## src/rtl/gspi_pkg.sv

```systemverilog
package gspi_pkg;

    localparam int DATA_W     = 8;
    localparam int ADDR_W     = 3;
    localparam int NUM_REGS   = 6;
    localparam int RSVD_W     = DATA_W - 1 - ADDR_W;
    localparam int FRAME_BITS = 2 * DATA_W;
    localparam int CNT_MAX    = FRAME_BITS + 1;
    localparam int CNT_W      = $clog2(CNT_MAX + 1);
    localparam int SYNC_STAGES = 2;

    localparam logic [CNT_W-1:0] CNT_BYTE   = CNT_W'(DATA_W);
    localparam logic [CNT_W-1:0] CNT_FRAME  = CNT_W'(FRAME_BITS);
    localparam logic [CNT_W-1:0] CNT_SAT    = CNT_W'(CNT_MAX);

    // Writable entries and reset values, index = register address
    localparam logic [NUM_REGS-1:0] WR_MASK = 6'b111100;
    localparam logic [NUM_REGS-1:0][DATA_W-1:0] RST_VALS =
        {8'h03, 8'h50, 8'h50, 8'h00, 8'h21, 8'h01};

    typedef enum logic [ADDR_W-1:0] {
        ADR_REV  = 3'd0,
        ADR_PROD = 3'd1,
        ADR_PWR  = 3'd2,
        ADR_ATTA = 3'd3,
        ADR_ATTB = 3'd4,
        ADR_CHAN = 3'd5
    } reg_addr_e;

    typedef struct packed {
        logic              rd;
        logic [RSVD_W-1:0] rsvd;
        logic [ADDR_W-1:0] addr;
    } cmd_t;

    typedef struct packed {
        logic              stb;
        logic [ADDR_W-1:0] addr;
        logic [DATA_W-1:0] data;
    } wr_req_t;

    function automatic logic cmd_ok(input cmd_t c);
        return (c.rsvd == '0);
    endfunction

endpackage

```

## src/rtl/gspi_sync.sv

```systemverilog
module gspi_sync #(
    parameter int   STAGES  = 2,
    parameter logic RST_VAL = 1'b0
) (
    input  logic clk,
    input  logic rst,
    input  logic din,
    output logic q
);
    logic [STAGES-1:0] pipe;

    always_ff @(posedge clk) begin
        if (rst) pipe <= {STAGES{RST_VAL}};
        else     pipe <= {pipe[STAGES-2:0], din};
    end

    assign q = pipe[STAGES-1];
endmodule

```

## src/rtl/gspi_frame.sv

```systemverilog
module gspi_frame
    import gspi_pkg::*;
(
    input  logic              clk,
    input  logic              rst,
    input  logic              csn_lvl,
    input  logic              csn_rise,
    input  logic              sclk_rise,
    input  logic              sclk_fall,
    input  logic              sdi_lvl,
    input  logic [DATA_W-1:0] rd_data,
    output logic [ADDR_W-1:0] rd_addr,
    output wr_req_t           wr_req,
    output logic              sdo_bit
);
    logic [CNT_W-1:0]  bit_cnt;
    logic [DATA_W-1:0] shreg;
    logic [DATA_W-1:0] out_sh;
    cmd_t              cmd_q;

    // Rising-edge counter, saturating one past a full frame
    always_ff @(posedge clk) begin
        if (rst || csn_lvl)                   bit_cnt <= '0;
        else if (sclk_rise && bit_cnt != CNT_SAT) bit_cnt <= bit_cnt + 1'b1;
    end

    always_ff @(posedge clk) begin
        if (rst) begin
            shreg <= '0;
            cmd_q <= '0;
        end else if (!csn_lvl && sclk_rise) begin
            shreg <= {shreg[DATA_W-2:0], sdi_lvl};
            if (bit_cnt == CNT_BYTE - 1'b1)
                cmd_q <= cmd_t'({shreg[DATA_W-2:0], sdi_lvl});
        end
    end

    assign rd_addr = cmd_q.addr;

    // Commit only at deselect after exactly one full frame
    always_ff @(posedge clk) begin
        if (rst) begin
            wr_req <= '0;
        end else begin
            wr_req.stb  <= csn_rise && (bit_cnt == CNT_FRAME) && !cmd_q.rd && cmd_ok(cmd_q);
            wr_req.addr <= cmd_q.addr;
            wr_req.data <= shreg;
        end
    end

    // Read data leaves on falling edges of the second byte
    always_ff @(posedge clk) begin
        if (rst || csn_lvl) begin
            out_sh <= '0;
        end else if (sclk_fall) begin
            if (bit_cnt == CNT_BYTE)
                out_sh <= (cmd_q.rd && cmd_ok(cmd_q)) ? rd_data : '0;
            else if (bit_cnt > CNT_BYTE && bit_cnt < CNT_FRAME)
                out_sh <= {out_sh[DATA_W-2:0], 1'b0};
        end
    end

    assign sdo_bit = out_sh[DATA_W-1];

    AST_CNT_BOUND: assert property (@(posedge clk) disable iff (rst)
        bit_cnt <= CNT_SAT);
    AST_STB_DESELECTED: assert property (@(posedge clk) disable iff (rst)
        wr_req.stb |-> csn_lvl);
    AST_SDO_QUIET: assert property (@(posedge clk) disable iff (rst)
        csn_lvl |=> (sdo_bit == 1'b0));
    AST_CMD_HELD: assert property (@(posedge clk) disable iff (rst)
        (!csn_lvl && bit_cnt >= CNT_BYTE) |=> $stable(cmd_q));
endmodule

```

## src/rtl/gspi_regfile.sv

```systemverilog
module gspi_regfile
    import gspi_pkg::*;
(
    input  logic                            clk,
    input  logic                            rst,
    input  wr_req_t                         wr_req,
    input  logic [ADDR_W-1:0]               rd_addr,
    output logic [DATA_W-1:0]               rd_data,
    output logic [NUM_REGS-1:0][DATA_W-1:0] regs
);
    for (genvar i = 0; i < NUM_REGS; i++) begin : g_reg
        if (WR_MASK[i]) begin : g_rw
            logic [DATA_W-1:0] q;
            always_ff @(posedge clk) begin
                if (rst)
                    q <= RST_VALS[i];
                else if (wr_req.stb && wr_req.addr == ADDR_W'(i))
                    q <= wr_req.data;
            end
            assign regs[i] = q;
        end else begin : g_ro
            assign regs[i] = RST_VALS[i];
        end
    end

    always_comb begin
        rd_data = '0;
        for (int i = 0; i < NUM_REGS; i++)
            if (rd_addr == ADDR_W'(i)) rd_data = regs[i];
    end

    AST_HOLD_NO_STROBE: assert property (@(posedge clk) disable iff (rst)
        !wr_req.stb |=> $stable(regs));
endmodule

```

## src/rtl/gain_spi_regs.sv

```systemverilog
module gain_spi_regs
    import gspi_pkg::*;
(
    input  logic              clk,
    input  logic              rst,
    input  logic              spi_clk,
    input  logic              spi_csn,
    input  logic              spi_sdi,
    output logic              spi_sdo,
    output logic              spi_sdo_oe,
    output logic [DATA_W-1:0] pwr_ctrl,
    output logic [DATA_W-1:0] atten_a,
    output logic [DATA_W-1:0] atten_b,
    output logic [DATA_W-1:0] chan_ctrl
);
    logic sclk_s, csn_s, sdi_s;
    logic sclk_prev, csn_prev;
    logic sclk_rise, sclk_fall, csn_rise;
    logic [ADDR_W-1:0] rd_addr;
    logic [DATA_W-1:0] rd_data;
    logic [NUM_REGS-1:0][DATA_W-1:0] regs;
    wr_req_t wr_req;
    logic sdo_bit;

    gspi_sync #(.STAGES(SYNC_STAGES), .RST_VAL(1'b0)) u_sync_clk (
        .clk(clk), .rst(rst), .din(spi_clk), .q(sclk_s));
    gspi_sync #(.STAGES(SYNC_STAGES), .RST_VAL(1'b1)) u_sync_csn (
        .clk(clk), .rst(rst), .din(spi_csn), .q(csn_s));
    gspi_sync #(.STAGES(SYNC_STAGES), .RST_VAL(1'b0)) u_sync_sdi (
        .clk(clk), .rst(rst), .din(spi_sdi), .q(sdi_s));

    always_ff @(posedge clk) begin
        if (rst) begin
            sclk_prev <= 1'b0;
            csn_prev  <= 1'b1;
        end else begin
            sclk_prev <= sclk_s;
            csn_prev  <= csn_s;
        end
    end

    assign sclk_rise = sclk_s & ~sclk_prev;
    assign sclk_fall = ~sclk_s & sclk_prev;
    assign csn_rise  = csn_s & ~csn_prev;

    gspi_frame u_frame (
        .clk(clk), .rst(rst),
        .csn_lvl(csn_s), .csn_rise(csn_rise),
        .sclk_rise(sclk_rise), .sclk_fall(sclk_fall),
        .sdi_lvl(sdi_s), .rd_data(rd_data),
        .rd_addr(rd_addr), .wr_req(wr_req), .sdo_bit(sdo_bit));

    gspi_regfile u_regs (
        .clk(clk), .rst(rst), .wr_req(wr_req),
        .rd_addr(rd_addr), .rd_data(rd_data), .regs(regs));

    assign spi_sdo_oe = ~spi_csn;
    assign spi_sdo    = spi_sdo_oe & sdo_bit;

    assign pwr_ctrl  = regs[ADR_PWR];
    assign atten_a   = regs[ADR_ATTA];
    assign atten_b   = regs[ADR_ATTB];
    assign chan_ctrl = regs[ADR_CHAN];

    AST_WR_TARGET: assert property (@(posedge clk) disable iff (rst)
        (wr_req.stb && wr_req.addr == ADR_ATTA) |=> (atten_a == $past(wr_req.data)));
endmodule

```

## config.mk

```make
export PLATFORM = sky130hd
export DESIGN_NAME = gain_spi_regs
export DESIGN_NICKNAME = d
export VERILOG_FILES = /design/src/rtl/gspi_pkg.sv /design/src/rtl/gspi_sync.sv /design/src/rtl/gspi_frame.sv /design/src/rtl/gspi_regfile.sv /design/src/rtl/gain_spi_regs.sv
export SDC_FILE = /design/constraint.sdc
export NUM_CORES = 1
export LEC_CHECK = 0
export BUFFER_PORTS_ARGS = -buffer_cell sky130_fd_sc_hd__buf_2
export CAP_MARGIN = 20
export CORE_MARGIN = 2
export CORE_UTILIZATION = 35
export DETAILED_ROUTE_END_ITERATION = 7
export HOLD_SLACK_MARGIN = 0.1
export SETUP_SLACK_MARGIN = 0.4
export SYNTH_ARGS = -nofsm -noshare
export SYNTH_HDL_FRONTEND = slang
export SYNTH_SLANG_ARGS = --single-unit
```

## constraint.sdc

```tcl
create_clock -name clk -period 5.45 [get_ports clk]
set_input_delay 1.09 -clock clk [delete_from_list [all_inputs] [get_ports clk]]
set_output_delay 1.09 -clock clk [all_outputs]
set_load 0.01 [all_outputs]
```

==> metrics.csv <==
stage,metric,value,unit
outcome,status,finished clean,
clock_network,hold buffers post-CTS,0,
placement,IO Port Bufs,38,
synth,register area share after synthesis,51.5,%
floorplanning,die area,9780,µm²
route,DRT antenna net count,0,
timing,WHS,0.412,ns
floorplanning,initial core utilization,36.1,%
final_layout,"most common cell after layout, fill and taps aside",dfxtp_1,
final_layout,final instance area,3640,µm²
placement,dpl cell area,3420,µm²
final_layout,Fillers,859,
timing,endpoints failing hold,0,
floorplanning,chip height,98.9,µm
critical_path,Critical Path Start Type,input port,
final_layout,fin nets,366,
floorplanning,core area,8720,µm²
synth,Post-synth ARST share,0,%
floorplanning,Die W,98.9,µm
critical_path,Critical Path RT,4.36,ns
power,leakage,1.39,nW
global_routing,global-route wire length before repair,11.4,mm
route,drc violations,0,
synth,Mapped Cells,323,
final_layout,n_diodes,0,
floorplanning,num rows,34,
synth,total of warnings raised by yosys,0,
timing,RSZ-0062 raised after global routing,false,
critical_path,CP Data Arrival Time,1.44,ns
synth,average size of a mapped cell,9.75,µm²
final_layout,Syn-to-layout area delta,15.5,%
floorplanning,I/O Pins,39,
global_routing,antenna violations before repair,0,
timing,# setup viols final,0,
synth,Seq cells post-synth,81,
route,via count,2371,
clock_network,Worst-path clk slew,0.07,ns
critical_path,"most used cell, CP",buf_2,
route,first-pass iteration count of the detailed router,4,
route,drt via density,5.04,
clock_network,CTS tree,done,
route,post-DR wirelength/cell,14.8,µm
critical_path,Crit. End Element,primary output,
clock_network,CTS sink cnt,81,
global_routing,GRT Total Usage,14.8,%
critical_path,max incr delay on CP,0.14,ns
timing,Layout Skew,0.00686,ns
critical_path,slowest cell on the critical path,buf_2,
global_routing,global route overflow,0,
power,PD cells,288,nW/µm²
clock_network,CTS root buffer,clkbuf_8,
critical_path,crit path max fanout,3,
final_layout,"commonest non-fill, non-tap cells in the layout","81 x dfxtp_1, 38 x nand2_1, 38 x buf_2",
placement,Placer Congestion,0.750,
timing,Fmax,0.396,GHz
critical_path,critical path type,input port to primary output,
power,maximum vdd drop,0.151,mV
critical_path,Crit path max-delay family,buffers and inverters,
clock_network,CTS buffer count,9,
timing,total negative slack,0,ns
clock_network,clock latency on the worst-skew pair,0.35,ns
route,DR iter-0 viols,123,
synth,mapped cell area,3150,µm²
timing,relative slew slack,28.9,%
global_routing,vias in the first global route,2212,
critical_path,CP cell instances,buf_2 -> nor2b_1 -> buf_2,
synth,Yosys cell types,38,
placement,Final HPWL DP,4.85,mm
route,DRT Wirelength,6.94,mm
final_layout,layout cell share with drive strength beyond 1,17.1,%
timing,part of the cycle the worst path needs,46.4,%
clock_network,clk buf depth,2,
timing,fin. max-slew vios,0,
worst_hold_path,Min-Delay Path Class,flip-flop to flip-flop,
timing,Worst Max-Slew Pin Slew,1.06,ns
synth,syn_nets,331,
clock_network,setup repair bufs after CTS,0,
job,max-cap viol count,0,
clock_network,post-CTS resize count,0,
synth,ys flop type,dfxtp_1,
clock_network,H-tree levels,3,
critical_path,WP buf/inv,2,
timing,post-layout min period,2.53,ns
global_routing,largest net degree at the start of global routing,62,
synth,Post-synth EDFFs,0,
cell families after synthesis:
family | synth area share [%]
simple gates | 22.7
flops | 51.5
compound gates | 9.17
mux | 11.4
buf+inv | 2.94
xor+xnor | 1.11
fa+ha+maj | 1.19
power breakdown:
| group | leakage [nW] | switching [mW] | internal, mW | total [mW] |
|---|---|---|---|---|
| sequential | 0.654 | 0.00245 | 0.595 | 0.597 |
| combinational | 0.629 | 0.0105 | 0.00686 | 0.0174 |
| clock | 0.102 | 0.201 | 0.233 | 0.434 |
| total | 1.39 | 0.214 | 0.835 | 1.05 |
synthesized netlist by cell type (all sizes together) (2+ instances only):
cell    number  area, µm²
dfxtp       81       1620
nand2       38        143
mux2i       36        360
nor2        36        135
nor2b       21        131
a21oi       17       85.1
clkbuf      11       41.3
nor3         9       61.3
nand3b       8       60.1
o22a         8       70.1
a221oi       6       52.6
buf          6       40.0
o22ai        6       37.5
nand2b       5       31.3
ha           3       37.5
inv          3       11.3
nand4        3       18.8
or2          3       18.8
a211o        2       17.5
nand4b       2       17.5
nor3b        2       15.0
nor4bb       2       20.0
o21ai        2       10.0
or4          2       18.8
xnor2        2       17.5
xor2         2       17.5
per-stage QoR:
stage	total power, mW	cells	utilization [%]	setup WS [ns]
floorplan	0.621	323	-	3.09
global placement	0.626	454	39.2	2.86
detailed placement	0.626	454	39.2	2.80
CTS	1.06	469	41.4	2.91
global route	1.08	470	41.7	2.87
finish	1.05	470	41.7	2.92
area by class of cell:
type | count | area, µm² | area share [%]
clock buffers | 12 | 155 | 4.26
repair buffers | 41 | 233 | 6.40
multi-input cells | 222 | 1440 | 39.6
clock inverters | 3 | 40.0 | 1.10
well taps | 108 | 135 | 3.71
inverters | 3 | 11.3 | 0.309
flip-flops and latches | 81 | 1620 | 44.6
per-layer routing:
metal / routed length (µm) / GRT usage, %
met2: 3170 / 22.8
met3: 368 / 4.54
met4: 122 / 4.85
met5: 0 / 0
met1: 3280 / 19.9
worst register-to-register path, delay by kind of cell (launching register included):
| family | cells | cell delay, ns |
|---|---|---|
| AOI/OAI and AO/OA | 2 | 0.48 |
| DFF | 1 | 1.02 |
| muxes | 1 | 0.32 |
| and+or+nand+nor | 1 | 0.09 |
sequential cells by signal, summed over array words and instances (netlist names):
signal / cells
u_frame.rd_addr: 3
u_frame.cmd_q: 5
sclk_prev: 1
u_regs.g.g_rw.q: 32
csn_prev: 1
u_frame.shreg: 8
u_frame.bit_cnt: 5
u_sync_csn.pipe: 2
u_sync_sdi.pipe: 2
u_frame.wr_req: 12
u_sync_clk.pipe: 2
u_frame.out_sh: 8
path summary, 6_finish.rpt:
kind / start / end / slack, ns / cells past startpoint
max: spi_csn / spi_sdo / 2.92 / 3
min: u_sync_csn.pipe[0] / u_sync_csn.pipe[1] / 0.41 / 1
max reg2reg: u_frame.rd_addr[0] / u_frame.out_sh[6] / 3.41 / 4
min reg2reg: u_sync_csn.pipe[0] / u_sync_csn.pipe[1] / 0.41 / 1
Power figures use the tool's default switching activity.
